===== src/rtl/vic_pkg.sv =====
package vic_pkg;
  localparam int VIC_NUM_CLASS = 2;
  localparam int VIC_LOW_ZEROS = 2;

  typedef enum int {
    CLS_NORM = 0,
    CLS_FAST = 1
  } vic_class_e;
endpackage


===== src/rtl/vic_prio_pick.sv =====
module vic_prio_pick #(
  parameter int NSRC = 32,
  parameter int LVLW = 3,
  localparam int IDW = $clog2(NSRC)
) (
  input  logic [NSRC-1:0]      status_i,
  input  logic [NSRC*LVLW-1:0] prio_i,
  output logic                 found_o,
  output logic [IDW-1:0]       win_id_o,
  output logic [LVLW-1:0]      win_code_o
);
  // Walk from the highest index down; "<=" lets a lower index take over on a tie.
  always_comb begin
    found_o    = 1'b0;
    win_id_o   = '0;
    win_code_o = '1;
    for (int i = NSRC - 1; i >= 0; i--) begin
      if (status_i[i] && (!found_o || (prio_i[i*LVLW +: LVLW] <= win_code_o))) begin
        found_o    = 1'b1;
        win_code_o = prio_i[i*LVLW +: LVLW];
        win_id_o   = IDW'(i);
      end
    end
  end
endmodule


===== src/rtl/vic_nest_stack.sv =====
module vic_nest_stack #(
  parameter int DEPTH = 8,
  parameter int LVLW  = 3,
  localparam int CW   = $clog2(DEPTH + 1)
) (
  input  logic            clk_i,
  input  logic            rst_ni,
  input  logic            push_i,
  input  logic            pop_i,
  input  logic [LVLW-1:0] push_code_i,
  output logic            empty_o,
  output logic [LVLW-1:0] top_code_o,
  output logic            ovf_o
);
  logic [LVLW-1:0] mem_q [DEPTH];
  logic [LVLW-1:0] mem_d [DEPTH];
  logic [CW-1:0]   cnt_q, cnt_d, cnt_pop;
  logic            ovf_q, ovf_d;
  logic            upd_en;

  // Pop first, then push into the freed or next slot.
  always_comb begin
    cnt_pop = (pop_i && (cnt_q != '0)) ? cnt_q - CW'(1) : cnt_q;
    cnt_d   = cnt_pop;
    ovf_d   = ovf_q;
    for (int k = 0; k < DEPTH; k++) mem_d[k] = mem_q[k];
    if (push_i) begin
      if (cnt_pop == CW'(DEPTH)) begin
        ovf_d = 1'b1;
      end else begin
        for (int k = 0; k < DEPTH; k++) begin
          if (CW'(k) == cnt_pop) mem_d[k] = push_code_i;
        end
        cnt_d = cnt_pop + CW'(1);
      end
    end
  end

  assign upd_en = push_i | pop_i;

  always_ff @(posedge clk_i or negedge rst_ni) begin
    if (!rst_ni) begin
      cnt_q <= '0;
      ovf_q <= 1'b0;
      for (int k = 0; k < DEPTH; k++) mem_q[k] <= '0;
    end else if (upd_en) begin
      cnt_q <= cnt_d;
      ovf_q <= ovf_d;
      for (int k = 0; k < DEPTH; k++) mem_q[k] <= mem_d[k];
    end
  end

  always_comb begin
    top_code_o = '1;
    for (int k = 0; k < DEPTH; k++) begin
      if (CW'(k + 1) == cnt_q) top_code_o = mem_q[k];
    end
  end

  assign empty_o = (cnt_q == '0);
  assign ovf_o   = ovf_q;
endmodule


===== src/rtl/vic_class_ctrl.sv =====
module vic_class_ctrl #(
  parameter int NSRC  = 32,
  parameter int LVLW  = 3,
  parameter int DEPTH = 8,
  parameter int BASEW = 16,
  parameter int VECW  = 32
) (
  input  logic                 clk_i,
  input  logic                 rst_ni,
  input  logic                 vec_en_i,
  input  logic                 hold_off_i,
  input  logic [NSRC-1:0]      status_i,
  input  logic [NSRC*LVLW-1:0] prio_i,
  input  logic [BASEW-1:0]     base_i,
  input  logic                 ack_i,
  input  logic                 eos_i,
  output logic                 req_o,
  output logic [VECW-1:0]      vec_o,
  output logic                 ovf_o,
  output logic                 busy_o
);
  import vic_pkg::*;

  localparam int IDW  = $clog2(NSRC);
  localparam int PADW = VECW - BASEW - IDW - VIC_LOW_ZEROS;

  logic            found;
  logic [IDW-1:0]  win_id;
  logic [LVLW-1:0] win_code;
  logic            nest_empty;
  logic [LVLW-1:0] nest_top;
  logic            presentable, shown, push, pop;
  logic            req_q, req_d, vfl_q, vfl_d, reg_en;
  logic [VECW-1:0] vec_q, vec_d;
  logic [LVLW-1:0] lvl_q, lvl_d;

  vic_prio_pick #(.NSRC(NSRC), .LVLW(LVLW)) pick_i (
    .status_i   (status_i),
    .prio_i     (prio_i),
    .found_o    (found),
    .win_id_o   (win_id),
    .win_code_o (win_code)
  );

  vic_nest_stack #(.DEPTH(DEPTH), .LVLW(LVLW)) nest_i (
    .clk_i       (clk_i),
    .rst_ni      (rst_ni),
    .push_i      (push),
    .pop_i       (pop),
    .push_code_i (lvl_q),
    .empty_o     (nest_empty),
    .top_code_o  (nest_top),
    .ovf_o       (ovf_o)
  );

  assign presentable = found && (nest_empty || (win_code < nest_top)) && !hold_off_i;
  assign shown       = req_q && vfl_q;
  assign push        = vec_en_i && ack_i && shown;
  assign pop         = vec_en_i && eos_i;

  always_comb begin
    req_d = req_q;
    vec_d = vec_q;
    lvl_d = lvl_q;
    vfl_d = vec_en_i;
    if (!vec_en_i) begin
      req_d = (|status_i) && !hold_off_i;
      vec_d = '0;
    end else if (push) begin
      req_d = 1'b0;
    end else if (shown && presentable) begin
      req_d = 1'b1;
    end else if (presentable) begin
      req_d = 1'b1;
      vec_d = {{PADW{1'b0}}, base_i, win_id, {VIC_LOW_ZEROS{1'b0}}};
      lvl_d = win_code;
    end else begin
      req_d = 1'b0;
    end
  end

  assign reg_en = (req_d != req_q) || (vfl_d != vfl_q) || (vec_d != vec_q) || (lvl_d != lvl_q);

  always_ff @(posedge clk_i or negedge rst_ni) begin
    if (!rst_ni) begin
      req_q <= 1'b0;
      vfl_q <= 1'b0;
      vec_q <= '0;
      lvl_q <= '0;
    end else if (reg_en) begin
      req_q <= req_d;
      vfl_q <= vfl_d;
      vec_q <= vec_d;
      lvl_q <= lvl_d;
    end
  end

  assign req_o  = req_q;
  assign vec_o  = vec_q;
  assign busy_o = req_q || !nest_empty;
endmodule


===== src/rtl/vic_arbiter.sv =====
module vic_arbiter #(
  parameter int NSRC       = 32,
  parameter int LVLW       = 3,
  parameter int NEST_DEPTH = 8,
  parameter int BASEW      = 16,
  parameter int VECW       = 32
) (
  input  logic                 clk_i,
  input  logic                 rst_ni,
  input  logic [1:0]           vec_en_i,
  input  logic [BASEW-1:0]     base_i,
  input  logic [NSRC*LVLW-1:0] prio_i,
  input  logic [NSRC-1:0]      norm_status_i,
  input  logic [NSRC-1:0]      fast_status_i,
  input  logic                 norm_ack_i,
  input  logic                 norm_eos_i,
  input  logic                 fast_ack_i,
  input  logic                 fast_eos_i,
  output logic                 norm_req_o,
  output logic [VECW-1:0]      norm_vec_o,
  output logic                 norm_ovf_o,
  output logic                 fast_req_o,
  output logic [VECW-1:0]      fast_vec_o,
  output logic                 fast_ovf_o
);
  import vic_pkg::*;

  logic [NSRC-1:0] cls_status [VIC_NUM_CLASS];
  logic            cls_ack    [VIC_NUM_CLASS];
  logic            cls_eos    [VIC_NUM_CLASS];
  logic            cls_hold   [VIC_NUM_CLASS];
  logic            cls_busy   [VIC_NUM_CLASS];
  logic            cls_req    [VIC_NUM_CLASS];
  logic            cls_ovf    [VIC_NUM_CLASS];
  logic [VECW-1:0] cls_vec    [VIC_NUM_CLASS];

  assign cls_status[CLS_NORM] = norm_status_i;
  assign cls_status[CLS_FAST] = fast_status_i;
  assign cls_ack[CLS_NORM]    = norm_ack_i;
  assign cls_ack[CLS_FAST]    = fast_ack_i;
  assign cls_eos[CLS_NORM]    = norm_eos_i;
  assign cls_eos[CLS_FAST]    = fast_eos_i;

  // The fast class gates the normal class; nothing gates the fast class.
  assign cls_hold[CLS_NORM] = cls_busy[CLS_FAST];
  assign cls_hold[CLS_FAST] = 1'b0;

  for (genvar c = 0; c < VIC_NUM_CLASS; c++) begin : g_class
    vic_class_ctrl #(
      .NSRC(NSRC), .LVLW(LVLW), .DEPTH(NEST_DEPTH), .BASEW(BASEW), .VECW(VECW)
    ) ctrl_i (
      .clk_i      (clk_i),
      .rst_ni     (rst_ni),
      .vec_en_i   (vec_en_i[c]),
      .hold_off_i (cls_hold[c]),
      .status_i   (cls_status[c]),
      .prio_i     (prio_i),
      .base_i     (base_i),
      .ack_i      (cls_ack[c]),
      .eos_i      (cls_eos[c]),
      .req_o      (cls_req[c]),
      .vec_o      (cls_vec[c]),
      .ovf_o      (cls_ovf[c]),
      .busy_o     (cls_busy[c])
    );
  end

  assign norm_req_o = cls_req[CLS_NORM];
  assign norm_vec_o = cls_vec[CLS_NORM];
  assign norm_ovf_o = cls_ovf[CLS_NORM];
  assign fast_req_o = cls_req[CLS_FAST];
  assign fast_vec_o = cls_vec[CLS_FAST];
  assign fast_ovf_o = cls_ovf[CLS_FAST];
endmodule


===== config.mk =====
export PLATFORM = sky130hd
export DESIGN_NAME = vic_arbiter
export DESIGN_NICKNAME = d
export VERILOG_FILES = /design/src/rtl/vic_pkg.sv /design/src/rtl/vic_prio_pick.sv /design/src/rtl/vic_nest_stack.sv /design/src/rtl/vic_class_ctrl.sv /design/src/rtl/vic_arbiter.sv
export SDC_FILE = /design/constraint.sdc
export NUM_CORES = 1
export LEC_CHECK = 0
export BUFFER_PORTS_ARGS = -buffer_cell sky130_fd_sc_hd__buf_2
export CORE_MARGIN = 5
export CORE_UTILIZATION = 53
export CTS_CLUSTER_DIAMETER = 150
export CTS_CLUSTER_SIZE = 20
export DETAILED_ROUTE_END_ITERATION = 7
export PLACE_DENSITY = 0.79
export RECOVER_POWER = 25
export SKIP_CTS_REPAIR_TIMING = 1
export SLEW_MARGIN = 30
export SYNTH_ARGS = -nofsm -noshare
export SYNTH_HDL_FRONTEND = slang
export SYNTH_SLANG_ARGS = --single-unit

===== constraint.sdc =====
create_clock -name clk_i -period 3.45 [get_ports clk_i]
set_input_delay 0.1725 -clock clk_i [delete_from_list [all_inputs] [get_ports clk_i]]
set_output_delay 0.1725 -clock clk_i [all_outputs]
set_load 0.02 [all_outputs]

==> results.yml, run 1 <==
place:
  pre_cts_ws_ns: -38.28
  place_congestion: 1.05
  portBuffers: 251
  dp_hpwl_um: 53500
  dp.cells: 3186
timing:
  fin_crit_sh_pct: 1210
  setup_viol: 72
  slew_headroom_pct: -35.6
  finalSetupTns_ns: -2687.09
  drv_slew: 78
  hold_violations: 0
  timing.hold.ws_ns: 0.00400
  fin_crit_ns: 41.58
  worst_slew_pin_slew_ns: 2.03
  fmax_mhz: 24.1
  layout_setup_ws_ns: -38.13
  rsz0062_at_grt: "yes"
  finClkSkew_ns: 0.0144
clock_tree:
  htreeDepth: 4
  cts_sinks: 132
  cts_buffers: 17
  tritoncts: "yes"
  clkTransAtPathRegs_ns: 0.07
  clk-insertion-delay-late_ns: 0.44
  clockRootBuffer: "clkbuf_16"
  cts_buffer_depth: 2
run_status:
  violations: "max-capacitance violations, max-slew violations, negative setup slack"
  outcome: "finished, violations left"
detailed_routing:
  drt_iter0_drc: 2616
  drt-met1-wl_um: 27100
  wl_per_cell_um: 24.5
  drc: 0
  first_pass_iters: 6
  ant_nets: 0
  wirelength_um: 80500
  dr_wl_met3_um: 8920
  top_layer: "met4"
  routed-wl-met2_um: 36700
  viasPerCell: 6.73
  via_count: 22100
logic_synthesis:
  synth_edf_count: 0
  syn_inst: 1959
  synth_flop_cell: "dfrtp_1"
  syn-cell-area_sq_um: 15700
  synth_cell_types: 87
  ys_ff_latch: 132
  yosysWarnings: 0
  syn_nets: 2349
  ys_seq_area_share_pct: 21.1
  synth_async_sr_flop_share_pct: 100
  syn_area_per_cell_sq_um: 7.99
job:
  maxCapViolCount: 1
critical_path:
  cp_common_cell: "o21ai_2"
  arrival_ns: 41.90
  crit_fanout: 8
  end_kind: "register"
  worst-endpoint-required_ns: 3.78
  slowest_stage: "or3_4"
  reg2reg_depth: 20
  cp-start-kind: "input port"
  worstSetupPathType: "input port to register"
  critPathMaxStageDelay_ns: 0.44
floorplan:
  core_sq_um: 29400
  die_w_um: 182
  num_rows: 63
  io_pins: 252
  die_area_sq_um: 33100
  die_y_um: 182
  start_util_pct: 53.2
global_route:
  grt_pass1_wl_um: 105000
  grt_usage_pct: 38.5
  grt_overflow: 0
  antenna_found_initial: 2
  grt_max_degree: 79
  first_global_vias: 20600
final_layout:
  area_growth_pct: 65.3
  final_nets: 3273
  drive_above_1_share_pct: 52.1
  final.fill_count: 1353
  stdcell_count: 3290
worst_hold_path:
  hp-class: "input port to register"
  holdPathStages: 3
layer usage:
| layer | track usage (%) | up-vias |
|---|---|---|
| met5 | 0 | - |
| met4 | 20.8 | 0 |
| met3 | 5.89 | 709 |
| met2 | 65.1 | 1957 |
| met1 | 47.0 | 10300 |
| li1 | - | 9175 |
cell families (layout without fill, tap and decap cells):
group                    Yosys count  count (layout)  share of synthesized area [%]
XOR/XNOR                           7               7                          0.392
flip-flops                       132             132                           21.1
buffers and inverters            187            1124                           4.57
adder cells (fa/ha/maj)          206             206                           16.5
AO/OA/AOI/OAI                    610             610                           25.8
multiplexers                     139             139                           9.96
AND/OR/NAND/NOR                  678             678                           21.8
other                              0               4                              0
registers in the layout, summed over array words and instances (netlist names):
| register | flops |
|---|---|
| g_class.ctrl_i.nest_i.mem_q | 48 |
| g_class.ctrl_i.vfl_q | 2 |
| g_class.ctrl_i.nest_i.cnt_q | 8 |
| g_class.ctrl_i.vec_o | 64 |
| g_class.ctrl_i.req_o | 2 |
| g_class.ctrl_i.nest_i.ovf_o | 2 |
| g_class.ctrl_i.lvl_q | 6 |
final cells by class:
| class | instances | area, sq um | area share, % |
|---|---|---|---|
| repair buffers | 963 | 6780 | 26.2 |
| clock inverters | 13 | 159 | 0.614 |
| clock buffers | 19 | 433 | 1.67 |
| well taps | 390 | 488 | 1.89 |
| diodes | 4 | 10.0 | 0.0387 |
| multi-input cells | 1640 | 14200 | 54.9 |
| inverters | 129 | 489 | 1.89 |
| flip-flops and latches | 132 | 3300 | 12.8 |
worst max-delay path, delay by kind of cell:
kind	cells	cell delay, ns
compound gates	111	19.47
buf+inv	31	3.80
fa+ha+maj	32	7.65
mux	7	2.31
simple gates	56	8.34
final timing paths:
kind / startpoint / to / slack (ns)
min: base_i[11] / g_class[0].ctrl_i.vec_o[18]$_DFFE_PN0P_ / 0.004
max in group asynchronous: rst_ni / g_class[1].ctrl_i.nest_i.mem_q[22]$_DFFE_PN0P_ / 1.38
max reg2reg: g_class[0].ctrl_i.nest_i.cnt_q[1]$_DFFE_PN0N_ / g_class[0].ctrl_i.vec_o[12]$_DFFE_PN0P_ / -0.78
min reg2reg: g_class[1].ctrl_i.nest_i.ovf_o$_DFFE_PN0P_ / g_class[1].ctrl_i.nest_i.ovf_o$_DFFE_PN0P_ / 0.51
min in group asynchronous: rst_ni / g_class[1].ctrl_i.vec_o[9]$_DFFE_PN0P_ / 0.86
max: prio_i[94] / g_class[0].ctrl_i.vec_o[12]$_DFFE_PN0P_ / -38.13
cells in the mapped netlist (5+ instances only):
cell | number | share of area, %
a32oi_1 | 5 | 0.28
o31a_1 | 11 | 0.62
ha_1 | 206 | 16
a211o_1 | 7 | 0.39
xnor2_1 | 7 | 0.39
a21oi_1 | 110 | 3.5
nand3b_1 | 9 | 0.43
o21a_1 | 50 | 2.4
nand2b_1 | 22 | 0.88
o21ai_0 | 135 | 4.3
nand2_1 | 186 | 4.5
nand4_1 | 10 | 0.40
mux4_2 | 5 | 0.72
mux2i_1 | 50 | 3.2
nand3_1 | 98 | 3.1
o22a_1 | 12 | 0.67
nor2b_1 | 55 | 2.2
nor3_1 | 29 | 0.93
a21bo_2 | 6 | 0.38
a31oi_1 | 20 | 0.80
a211oi_1 | 27 | 1.3
o31ai_1 | 24 | 1.2
o21ai_1 | 42 | 1.3
and2_1 | 20 | 0.80
or4_1 | 7 | 0.34
buf_2 | 7 | 0.22
o22ai_1 | 16 | 0.64
or2_2 | 9 | 0.36
nor3b_1 | 7 | 0.34
a221oi_1 | 5 | 0.28
and3_1 | 40 | 1.6
o221ai_1 | 9 | 0.50
clkbuf_1 | 50 | 1.2
and4_1 | 7 | 0.39
o211ai_1 | 23 | 1.1
inv_1 | 125 | 3.0
o2111ai_1 | 9 | 0.50
dfrtp_1 | 132 | 21
or3_1 | 15 | 0.60
a21o_1 | 34 | 1.6
mux2_2 | 83 | 6.0
nor2_1 | 126 | 3.0
nor4_1 | 22 | 0.88
stage by stage:
stage	area [sq um]	utilization [%]
global placement	23400	79.4
CTS	23900	81.4
floorplan	17200	-
finish	25900	88.0
global route	25900	87.9
detailed placement	23400	79.4
layout by cell type, fill, tap and decap left out, types with 42 or more instances in the layout:
master,Yosys,final
nor2_1,126,113
o21ai_2,0,64
a21oi_1,110,63
nand3_1,98,71
buf_2,7,249
mux2_2,83,61
a21oi_2,2,46
nor2b_1,55,42
inv_1,125,118
o21ai_0,135,52
ha_1,206,156
buf_4,1,685
o21a_1,50,46
nand2_1,186,166
dfrtp_1,132,132
Power of run 1 is not shown: default switching activity piles up to over one toggle a cycle in this logic, so the estimate is an artifact.
==> run 2, diff against run 1 <==
--- a/config.mk
+++ b/config.mk
@@ -6,12 +6,14 @@
 export NUM_CORES = 1
 export LEC_CHECK = 0
 export BUFFER_PORTS_ARGS = -buffer_cell sky130_fd_sc_hd__buf_2
-export CORE_MARGIN = 5
-export CORE_UTILIZATION = 53
+export CELL_PAD_IN_SITES_DETAIL_PLACEMENT = 1
+export CELL_PAD_IN_SITES_GLOBAL_PLACEMENT = 2
+export CORE_MARGIN = 3
+export CORE_UTILIZATION = 31
 export CTS_CLUSTER_DIAMETER = 150
 export CTS_CLUSTER_SIZE = 20
 export DETAILED_ROUTE_END_ITERATION = 7
-export PLACE_DENSITY = 0.79
+export PLACE_DENSITY_LB_ADDON = 0.1
 export RECOVER_POWER = 25
 export SKIP_CTS_REPAIR_TIMING = 1
 export SLEW_MARGIN = 30
==> results.yml, run 2 (synthesis gave the netlist of run 1 again) <==
run_status:
  outcome: "finished, violations left"
  violations: "max-capacitance violations, max-slew violations, negative setup slack"
timing:
  drv_slew: 165
  worst_slew_pin_slew_ns: 2.71
  fin_crit_sh_pct: 1170
  fmax_mhz: 24.8
  finClkSkew_ns: 0.0114
  layout_setup_ws_ns: -36.92
  fin_crit_ns: 40.37
  rsz0062_at_grt: "yes"
  hold_violations: 0
  timing.hold.ws_ns: 0.0137
  setup_viol: 72
  slew_headroom_pct: -80.5
clock_tree:
  cts_buffer_depth: 2
  tritoncts: "yes"
  clk-insertion-delay-late_ns: 0.44
  clockRootBuffer: "clkbuf_16"
  cts_sinks: 132
  htreeDepth: 4
  cts_buffers: 17
  clkTransAtPathRegs_ns: 0.06
place:
  pre_cts_ws_ns: -39.28
  portBuffers: 251
  dp_hpwl_um: 64300
  place_congestion: 0.933
global_route:
  antenna_found_initial: 0
  grt_usage_pct: 27.2
  grt_overflow: 0
  grt_pass1_wl_um: 115000
  first_global_vias: 20700
  grt_max_degree: 107
critical_path:
  crit_buf_inv: 24
  worstSetupPathType: "input port to register"
  crit_fanout: 7
  arrival_ns: 40.71
  end_kind: "register"
  worst-endpoint-required_ns: 3.79
  crit_family: "compound AO/OA/AOI/OAI gates"
  critPathMaxStageDelay_ns: 0.49
  cp-start-kind: "input port"
  cp_common_cell: "ha_4"
  worst-r2r-setup-slack_ns: -0.26
  slowest_stage: "or4_1"
floorplan:
  die_area_sq_um: 53200
  start_util_pct: 31.7
  io_pins: 252
  num_rows: 81
  die_y_um: 231
  die_w_um: 231
  core_sq_um: 49400
worst_hold_path:
  hp-class: "input port to register"
final_layout:
  drive_above_1_share_pct: 58.8
  final_cell_mix: "buf_4, buf_2, nand2_1"
  layout_commonest_cell: "buf_4"
  area_growth_pct: 83.0
  final_nets: 3425
  largest_reg_flops: 64
detailed_routing:
  first_pass_iters: 5
  ant_nets: 0
  drt_iter0_drc: 856
  via_count: 20200
  wirelength_um: 82000
  drc: 0
  viasPerCell: 5.43
  wl_per_cell_um: 22.1
job:
  maxCapViolCount: 2
==> run 2: cell types whose count changed in the layout (fill, tap and decap cells not counted), sizes merged <==
cell / change
o21ai: +1
inv: +1
diode: -3
bufinv: -2
dlygate4sd3: +12
buf: +138
clkbuf: +2
nand2: +1
clkinv: -1
==> run 2: area by class of cell <==
cell class                 instances  area, sq um
multi-input combinational       1642        15400
antenna                            1         2.50
clock inverter                    11         98.8
timing repair buffer            1113         7990
clock buffer                      21          480
fill                            5763        20700
sequential                       132         3300
inverter                         129          492
tap                              664          831
==> run 2: per-layer routing <==
| metal | vias to the layer above | global-route usage [%] | share of wire (%) |
|---|---|---|---|
| li1 | 9479 | - | - |
| met1 | 10200 | 35.1 | 43 |
| met2 | 398 | 49.4 | 51 |
| met3 | 114 | 1.80 | 2.7 |
| met4 | 0 | 6.10 | 2.8 |
| met5 | - | 0 | 0 |
==> run 2: stage by stage <==
stage / std cells / util, % / TNS [ns] / area (sq um)
after floorplan: 1959 / - / -2491.75 / 17200
after global placement: 3509 / 48.7 / -2638.03 / 24000
after detailed placement: 3509 / 48.7 / -2739.02 / 24000
after CTS: 3541 / 49.9 / -2716.60 / 24600
after global routing: 3712 / 58.0 / -2752.47 / 28600
final: 3713 / 58.0 / -2610.47 / 28600
==> run 2: path summary, 6_finish.rpt <==
path                                                          startpoint                                       endpoint  depth (start not counted)
max reg2reg                g_class[1].ctrl_i.nest_i.cnt_q[1]$_DFFE_PN0N_        g_class[1].ctrl_i.vec_o[17]$_DFFE_PN0P_                         16
max                                                           prio_i[94]         g_class[0].ctrl_i.vec_o[3]$_DFFE_PN0P_                        228
min in group asynchronous                                         rst_ni  g_class[1].ctrl_i.nest_i.mem_q[9]$_DFFE_PN0P_                          2
max in group asynchronous                                         rst_ni         g_class[0].ctrl_i.vec_o[7]$_DFFE_PN0P_                          2
min                                                            base_i[5]        g_class[0].ctrl_i.vec_o[12]$_DFFE_PN0P_                          3
min reg2reg                   g_class[0].ctrl_i.nest_i.ovf_o$_DFFE_PN0P_     g_class[0].ctrl_i.nest_i.ovf_o$_DFFE_PN0P_                          1
==> run 2: worst register-to-register path, stage by stage, from the launching register on <==
cell      delay [ns]
dfrtp_1         0.38
inv_1           0.08
ha_1            0.34
mux2i_1         0.26
o21ai_0         0.14
mux4_2          0.48
o21ai_0         0.24
ha_1            0.30
and3_4          0.18
a22oi_2         0.18
nand3_2         0.12
nor2b_1         0.13
o211ai_1        0.13
buf_4           0.18
nand2_8         0.09
buf_12          0.15
mux2i_4         0.24
Power of run 2 is left out for the same reason.
==> run 3, diff against run 2 <==
--- a/config.mk
+++ b/config.mk
@@ -5,11 +5,12 @@
 export SDC_FILE = /design/constraint.sdc
 export NUM_CORES = 1
 export LEC_CHECK = 0
+export ABC_AREA = 1
 export BUFFER_PORTS_ARGS = -buffer_cell sky130_fd_sc_hd__buf_2
 export CELL_PAD_IN_SITES_DETAIL_PLACEMENT = 1
 export CELL_PAD_IN_SITES_GLOBAL_PLACEMENT = 2
 export CORE_MARGIN = 3
-export CORE_UTILIZATION = 31
+export CORE_UTILIZATION = 28
 export CTS_CLUSTER_DIAMETER = 150
 export CTS_CLUSTER_SIZE = 20
 export DETAILED_ROUTE_END_ITERATION = 7
==> results.yml, run 3 <==
run_status:
  outcome: "finished, violations left"
  violations: "max-capacitance violations, max-slew violations, negative setup slack"
logic_synthesis:
  syn-cell-area_sq_um: 14400
  synth_cell_types: 48
  synthTopCellsByCount: "nand2_1, inv_1, nand3_1"
  syn_nets: 2563
  ys_ff_latch: 132
  synth_edf_count: 0
  synth_flop_cell: "dfrtp_1"
  yosysMostFrequentCell: "nand2_1"
  syn_inst: 2173
  synth_area_leaders: "dfrtp_1, ha_1, nand2_1"
  syn_area_per_cell_sq_um: 6.63
  ys_seq_area_share_pct: 22.9
  synth.largest_area_cell: "dfrtp_1"
  yosysWarnings: 0
  synth_async_sr_flop_share_pct: 100
  synth_top_area_share_pct: 22.9
detailed_routing:
  via_count: 19200
  viasPerCell: 4.89
  wl_per_cell_um: 18.3
  wirelength_um: 72000
  first_pass_iters: 5
  ant_nets: 0
  drc: 0
  drt_iter0_drc: 495
final_layout:
  area_growth_pct: 91.6
  diodes: 0
  stdcell_count: 3932
  largest_reg_flops: 64
  final.fill_count: 6204
  seq_area_sq_um: 3300
  final_cell_mix: "buf_4, nand2_1, buf_2"
  finalInstanceArea_sq_um: 27600
  layout_commonest_cell: "buf_4"
  multiInputGateArea_sq_um: 13900
  utilization_pct: 54.7
  drive_above_1_share_pct: 60.0
  final_nets: 3637
clock_tree:
  clk-insertion-delay-late_ns: 0.44
  clockRootBuffer: "clkbuf_16"
  cts_sinks: 132
  cts_buffer_depth: 2
  cts_buffers: 17
  tritoncts: "yes"
  clkTransAtPathRegs_ns: 0.07
  htreeDepth: 4
critical_path:
  worstSetupPathType: "input port to register"
  reg2reg_depth: 20
  cp_common_cell: "nand2_2"
  end_kind: "register"
  crit_start: "prio_i[94]"
  critPathMaxStageDelay_ns: 0.31
  path_depth: 268
  r2r-end: "g_class[1].ctrl_i.vec_o[0]$_DFFE_PN0P_"
  slowest_stage: "ha_1"
  reg2reg_from: "g_class[1].ctrl_i.nest_i.cnt_q[0]$_DFFE_PN0N_"
  crit_fanout: 10
  worst-endpoint-required_ns: 3.75
  crit_buf_inv: 40
  cp-start-kind: "input port"
  crit_family: "simple AND/OR/NAND/NOR gates"
  arrival_ns: 33.47
  cp-endpoint: "g_class[1].ctrl_i.vec_o[0]$_DFFE_PN0P_"
  worst-r2r-setup-slack_ns: 0.05
timing:
  slew_headroom_pct: -11.9
  finalSetupTns_ns: -2120.99
  finClkSkew_ns: 0.00949
  worst_slew_pin_slew_ns: 1.68
  fin_crit_ns: 33.18
  fmax_mhz: 30.1
  fin_crit_sh_pct: 962
  layout_setup_ws_ns: -29.73
  rsz0062_at_grt: "yes"
  hold_violations: 0
  drv_slew: 25
  setup_viol: 72
floorplan:
  core_sq_um: 50500
  die_area_sq_um: 54200
  num_rows: 82
  start_util_pct: 28.5
  die_y_um: 233
  die_w_um: 233
  io_pins: 252
global_route:
  first_global_vias: 19400
  grt_max_degree: 86
  grt_pass1_wl_um: 98400
  grt_overflow: 0
  antenna_found_initial: 0
  grt_usage_pct: 22.4
worst_hold_path:
  hp-class: "input port to register"
job:
  maxCapViolCount: 1
place:
  dp.cells: 3753
  dp_hpwl_um: 53400
  portBuffers: 251
  place_area_sq_um: 22000
  place_congestion: 0.883
-- run 3: cell count changes in the layout (fill, tap and decap cells not counted), moves of 31 or more --
cell,change
nand2_2,+195
nand2_1,+134
inv_1,+99
nand3_1,+78
nand3_2,+67
inv_2,+61
mux2_2,-58
nand2_4,+58
ha_4,+47
ha_1,-45
o21ai_0,+45
and2_4,+39
mux2i_1,-33
nor2_1,+31
-- run 3: how the worst min path moves through the flow --
stage,from,end,cells after the start,slack [ns]
after floorplan,rst_ni,g_class[0].ctrl_i.lvl_q[0]$_DFFE_PN0P_,0,-0.12
after global placement,rst_ni,g_class[0].ctrl_i.nest_i.cnt_q[3]$_DFFE_PN0N_,1,0.28
after detailed placement,rst_ni,g_class[0].ctrl_i.nest_i.cnt_q[3]$_DFFE_PN0N_,1,0.30
after CTS,rst_ni,g_class[0].ctrl_i.nest_i.cnt_q[3]$_DFFE_PN0N_,1,-0.18
after global routing,base_i[3],g_class[0].ctrl_i.vec_o[10]$_DFFE_PN0P_,3,0.02
final,base_i[9],g_class[0].ctrl_i.vec_o[16]$_DFFE_PN0P_,3,0.006
-- run 3: layer usage --
metal  track usage, %  wire length [um]
met1             28.5             30700
met4             4.62              1800
met5                0                 0
met2             40.8             37600
met3             2.29              1850
-- run 3: worst min-delay path, delay by kind of cell --
family          cells  cell delay [ns]
simple gates        1             0.07
compound gates      1             0.06
buf+inv             1             0.11
-- run 3: metrics by stage --
stage / worst slack [ns] / hold WS (ns)
finish: -29.73 / 0.00650
global route: -31.91 / 0.0165
global placement: -30.50 / 0.285
floorplan: -27.42 / -0.123
detailed placement: -31.83 / 0.298
CTS: -31.54 / -0.178
-- run 3: area by class of cell --
| class | count | share of cell area (%) |
|---|---|---|
| clock buffer | 18 | 1.55 |
| tap | 672 | 3.05 |
| clock inverter | 14 | 0.594 |
| inverter | 306 | 4.43 |
| sequential | 132 | 12.0 |
| multi-input combinational | 1715 | 50.4 |
| timing repair buffer | 1075 | 28.0 |
-- run 3: cell families after synthesis --
group	after synthesis	synth area share [%]
compound gates	374	15.3
xor+xnor	8	0.486
fa+ha+maj	206	17.9
buf+inv	327	8.90
flops	132	22.9
simple gates	1126	34.5
Power of run 3 is left out for the same reason.
